### config.mk
export PLATFORM = sky130hd
export DESIGN_NAME = link_bank_regs
export DESIGN_NICKNAME = d
export VERILOG_FILES = /design/src/rtl/link_bank_regs.sv
export SDC_FILE = /design/constraint.sdc
export NUM_CORES = 1
export LEC_CHECK = 0
export ABC_AREA = 1
export BUFFER_PORTS_ARGS = -buffer_cell sky130_fd_sc_hd__buf_2
export CORE_MARGIN = 3
export CORE_UTILIZATION = 58
export CTS_BUF_LIST = sky130_fd_sc_hd__clkbuf_8
export DETAILED_ROUTE_END_ITERATION = 8
export PLACE_DENSITY = 0.86
export SLEW_MARGIN = 5
export SYNTH_ARGS = -nofsm -noshare
export SYNTH_HDL_FRONTEND = slang
export SYNTH_SLANG_ARGS = --single-unit
### constraint.sdc
create_clock -name clk -period 3.01 [get_ports clk]
set_input_delay 0.602 -clock clk [delete_from_list [all_inputs] [get_ports clk]]
set_output_delay 0.602 -clock clk [all_outputs]
set_load 0.02 [all_outputs]
### src/rtl/link_bank_regs.sv
module link_bank_regs #(
  parameter int ADDR_W      = 3,
  parameter int BANK_W      = 2,
  parameter int SHARED_ADDR = 3,
  parameter int SHADOW_ADDR = 7,
  parameter int SHADOW_BANK = 3
) (
  input  logic              clk,
  input  logic              rst_n,
  input  logic [ADDR_W-1:0] addr,
  input  logic              wr_en,
  input  logic [7:0]        wr_data,
  input  logic              rd_en,
  output logic [7:0]        rd_data,
  output logic [BANK_W-1:0] bank,
  output logic [3:0]        data_bits,
  output logic [1:0]        stop_cfg,
  output logic [2:0]        par_mode,
  output logic              set_break
);
  localparam logic [ADDR_W-1:0] A_SHARED = ADDR_W'(SHARED_ADDR);
  localparam logic [ADDR_W-1:0] A_SHADOW = ADDR_W'(SHADOW_ADDR);
  localparam logic [BANK_W-1:0] B_SHADOW = BANK_W'(SHADOW_BANK);

  logic [7:0] lcr_q, bsr_q, rd_next;
  logic       hit_shared, fmt_we;

  assign hit_shared = (addr == A_SHARED);
  assign fmt_we     = wr_en && hit_shared && !wr_data[7];

  always_ff @(posedge clk or negedge rst_n) begin
    if (!rst_n) begin
      bsr_q <= '0;
      lcr_q <= '0;
    end else begin
      if (wr_en && hit_shared) bsr_q <= wr_data;
      if (fmt_we)              lcr_q <= wr_data;
    end
  end

  assign bank = bsr_q[7] ? bsr_q[BANK_W-1:0] : '0;

  always_comb begin
    if (hit_shared)                              rd_next = bsr_q;
    else if (addr == A_SHADOW && bank == B_SHADOW) rd_next = lcr_q;
    else                                         rd_next = '0;
  end

  always_ff @(posedge clk or negedge rst_n) begin
    if (!rst_n)     rd_data <= '0;
    else if (rd_en) rd_data <= rd_next;
  end

  assign data_bits = 4'd5 + {2'b00, lcr_q[1:0]};
  assign stop_cfg  = !lcr_q[2] ? 2'd0 : (lcr_q[1:0] == 2'b00) ? 2'd1 : 2'd2;
  assign set_break = lcr_q[6];

  always_comb begin
    unique case ({lcr_q[3], lcr_q[5], lcr_q[4]})
      3'b100:  par_mode = 3'd1;
      3'b101:  par_mode = 3'd2;
      3'b110:  par_mode = 3'd3;
      3'b111:  par_mode = 3'd4;
      default: par_mode = 3'd0;
    endcase
  end
endmodule


# ---- After elaboration in Yosys (flattened, before gate mapping)
# Index checks and enable logic that the tools add are counted.
dict set report classes {
  multipliers 0
  div 0
  mux 6
  reduce_logical 5
  bitwise 0
  n_eq_ne 7
  addsub 1
  shifts 0
  order_cmp 0
}
# operator count
set ops {}
lappend ops {{$mux W8} 2}
lappend ops {{$eq A3 B3 Y1 const B} 5}
lappend ops {{$pmux W3 S4} 1}
lappend ops {{$mux W2} 3}
lappend ops {{$add A3 B2 Y4 const A} 1}
lappend ops {{$eq A3 B2 Y1 const B} 1}
lappend ops {{$logic_and A1 B1 Y1} 3}
lappend ops {{$eq A2 B2 Y1 const B} 1}
lappend ops {{$logic_not A2 Y1} 1}
lappend ops {{$logic_not A1 Y1} 1}
dict set report totals {
  latchBits 0
  ff_bits 24
  output_inout_bits 20
  mem_bits_rw 0
  inputBits 15
  memories 0
  romBits 0
  elab_cells 22
}

# ---- Longest topological paths before layout
dict set report logic_depth {
  depth_word 5
  ltp_mapped 7
  ltp_nobuf 5
}

# ---- Worst setup path after synthesis
# No wires, ideal clock.
dict set report synth_path {
  path_type {flip-flop to output port}
  startpoint {reg lcr_q[0]}
  endpoint {out stop_cfg[1]}
  path_stages_with_launch 4
  slack_ns 1.393
  arrival_ns 1.015
  t_required_ns 2.408
  path_cell_list {dfrtp_1 -> inv_1 -> ha_1 -> nor2_1}
}
dict set report synth_via {
  elab_chain_cells 3
}
# element line
set synth_lines {}
lappend synth_lines {{from (decl)} 25} ;# logic [7:0] lcr_q, bsr_q, rd_next;
lappend synth_lines {{from (signal assigned)} 37} ;# if (fmt_we) lcr_q <= wr_data;
lappend synth_lines {{$logic_not A2 Y1} 55} ;# assign stop_cfg = !lcr_q[2] ? 2'd0 : (lcr_q[1:0] == 2'b00) ? 2'd1 : 2'd2;
lappend synth_lines {{$mux W2 (2 in series)} 55}
lappend synth_lines {{to (decl)} 17} ;# output logic [1:0] stop_cfg,
# No other way between the ends.

# ---- Worst setup path after layout
# Same ends and word-level chain as after synthesis.

==> results.sh <==
export IMPL_outcome="completed"
export IMPL_grt_pass1_wl_mm=4.23
export IMPL_hold_class="input pin to asynchronous set/reset pin"
export IMPL_synthTopCellsByArea="dfrtp_1, o21ai_2, nand2_1"
export IMPL_p_clk_share_pct=30.0
export IMPL_ir_worst_vdd_mv=0.520
export IMPL_cap_violations=0
export IMPL_crit_arrival_ns=1.23
export IMPL_grt_ovfl_total=0
export IMPL_synth_nets=161
export IMPL_finalNetCount=194
export IMPL_rows=16
export IMPL_portBuffers=34
export IMPL_comb_power_share_pct=24.9
export IMPL_yosys_area_top_type="dfrtp_1"
export IMPL_crit_type="flip-flop to output port"
export IMPL_synthCells=144
export IMPL_end_kind="output port"
export IMPL_cp_cell_sequence="inv_1 > ha_1 > nor2_1 > buf_2"
export IMPL_dp_cells=199
export IMPL_syn_avg_cell_area_sq_um=9.29
export IMPL_wl_met1_mm=1.05
export IMPL_initial_core_util_pct=64.9
export IMPL_firstDrtPassIters=4
export IMPL_synth_async_sr_flop_share_pct=100
export IMPL_synth_edff_count=0
export IMPL_finalSetupViolations=0
export IMPL_synth_seq_area_share_pct=44.9
export IMPL_relSlewSlack_pct=65.7
export IMPL_cts_resized=0
export IMPL_drive_gt1_share_pct=39.2
export IMPL_cts_max_level=1
export IMPL_fmax_ghz=0.546
export IMPL_ys_seq_elements=24
export IMPL_power_switching_w=0.000286
export IMPL_core_area_sq_mm=0.00206
export IMPL_ys_top_cells_by_count="nand2_1, dfrtp_1, inv_1, o21ai_2, nor2_1"
export IMPL_internal_power_w=0.000628
export IMPL_track_usage_pct=20.3
export IMPL_cts_root_buf="clkbuf_8"
export IMPL_worst_path_largest_cell_delay_ns=0.42
export IMPL_wl_met2_mm=1.26
export IMPL_viasPerCell=4.95
export IMPL_synthToLayoutAreaGrowth_pct=16.6
export IMPL_fin_crit_ns=1.83
export IMPL_die_area_sq_mm=0.00292
export IMPL_synth_top_area_share_pct=44.9
export IMPL_setup_tns_ns=0
export IMPL_post_route_period_util_pct=60.9
export IMPL_synth_cell_types=18
export IMPL_dr_first_iter_drc_count=8
export IMPL_dieHeight_um=54.0
export IMPL_finalNonFillerCells=203
export IMPL_met3WireLength_um=115
export IMPL_die_w_um=54.0
export IMPL_postCtsSetupBuffers=0
export IMPL_required_ns=2.41
export IMPL_p_leak_nw=0.871
export IMPL_sw_frac_of_total_pct=31.2
export IMPL_antenna_found_initial=0
export IMPL_antenna_left=0
export IMPL_syn_area_sq_mm=0.00134
export IMPL_clkLatencyLatePin_ns=0.26
export IMPL_cts_sinks=24
export IMPL_cts_max_path_buffers=2
export IMPL_crit_path_start_kind="flip-flop"
export IMPL_ioPinCount=35
export IMPL_path_max_fanout=4
export IMPL_cts_tree="built"
export IMPL_wirelength_mm=2.45
export IMPL_vias=1005
export IMPL_pwr_share_seq_pct=45.2
export IMPL_yosys_most_used_dff="dfrtp_1"
export IMPL_grt_pass1_vias=968
export IMPL_diodes=0
export IMPL_drc=0
export IMPL_post_dp_hpwl_mm=1.96
export IMPL_place_gp_congestion=0.839
export IMPL_rsz0062_at_grt="no"
export IMPL_wl_per_cell_um=12.1
export IMPL_cp_slowest_cell="dfrtp_1"
export IMPL_synth_most_common_cell="nand2_1"
export IMPL_synth_warnings=0
export IMPL_cts_inserted_buffers=3
export IMPL_clk_pin_slew_ns=0.08
export IMPL_power_density_mw_per_mm2=586
export IMPL_maxUsedRoutingLayer="met4"
export IMPL_worst_pin_slew_ns=0.514
export IMPL_grt_max_degree=25
export IMPL_clock_skew_ns=0.00668
export IMPL_drv_slew=0
export IMPL_ctsHoldBuffers=0
export IMPL_hold_viol_final=0
cells by family (layout without fill, tap and decap cells):
logic type / count (synthesis) / in the layout / synth area share, %
AND/OR/NAND/NOR: 64 / 64 / 26.9
buffers and inverters: 31 / 63 / 11.2
adder cells (fa/ha/maj): 2 / 2 / 1.87
AO/OA/AOI/OAI: 23 / 23 / 15.1
flip-flops: 24 / 24 / 44.9
path summary, 6_finish.rpt:
path	cells after the start	slack, ns	startpoint	to
min reg2reg	2	0.50	bsr_q[5]	bsr_q[5]
max in group asynchronous	1	2.36	rst_n	lcr_q[5]
min	1	0.30	rst_n	lcr_q[2]
min in group clk	2	0.50	bsr_q[5]	bsr_q[5]
max	4	1.18	lcr_q[0]	stop_cfg[1]
max reg2reg	4	1.94	bsr_q[1]	rd_data[1]
state kept, by name, indices dropped and copies added, names as in the netlist:
name,cells
bsr_q,8
lcr_q,8
rd_data,8
layout make-up:
| class | count | area (sq um) |
|---|---|---|
| Inverter | 25 | 96.3 |
| Clock buffer | 3 | 41.3 |
| Sequential cell | 24 | 601 |
| Tap cell | 27 | 33.8 |
| Multi-Input combinational cell | 89 | 587 |
| Timing Repair Buffer | 34 | 170 |
| Clock inverter | 1 | 30.0 |
| Fill cell | 159 | 503 |
metrics by stage:
stage	hold WS [ns]	power [W]	setup slack, ns	instance area (sq um)	util (%)
final	0.305	0.000914	1.18	1560	75.6
after global routing	0.322	0.000971	1.13	1560	75.6
after CTS	0.313	0.000926	1.17	1560	75.6
after detailed placement	0.484	0.000649	1.41	1490	72.1
after global placement	0.480	0.000641	1.47	1490	72.1
after floorplan	0.306	0.000577	1.39	1340	-
placed cells by master (no fill, tap or decap):
cell / Yosys / layout
ha_1: 2 / 2
and2_2: 1 / 1
nand2_1: 28 / 28
nor2_8: 3 / 3
nand4_1: 8 / 8
nand3_1: 8 / 8
a21oi_2: 8 / 8
nor2_1: 13 / 13
nand2_8: 1 / 1
bufinv_16: 0 / 1
nand2_4: 1 / 1
dfrtp_1: 24 / 24
clkbuf_8: 0 / 3
inv_1: 24 / 24
o21ai_2: 15 / 15
buf_2: 1 / 34
inv_4: 1 / 1
nand3_4: 1 / 1
power groups by stage:
stage	Clock, W	Combinational (W)	Sequential [W]
after floorplan	0	0.000159	0.000418
after global placement	0	0.000224	0.000418
after detailed placement	0	0.000230	0.000419
after CTS	0.000283	0.000231	0.000412
after global routing	0.000297	0.000255	0.000419
final	0.000274	0.000227	0.000413
worst max-delay path: cells and delay by family, from the launching register on:
family                   cells  cell delay (ns)
flip-flops                   1             0.42
buffers and inverters        2             0.24
adder cells (fa/ha/maj)      1             0.21
AND/OR/NAND/NOR              1             0.10
layer usage:
metal,global-route usage [%],vias up
met5,0,-
met4,4.98,0
met3,5.82,2
met2,35.5,21
met1,24.3,462
li1,-,520
Power figures use the tool's default switching activity.
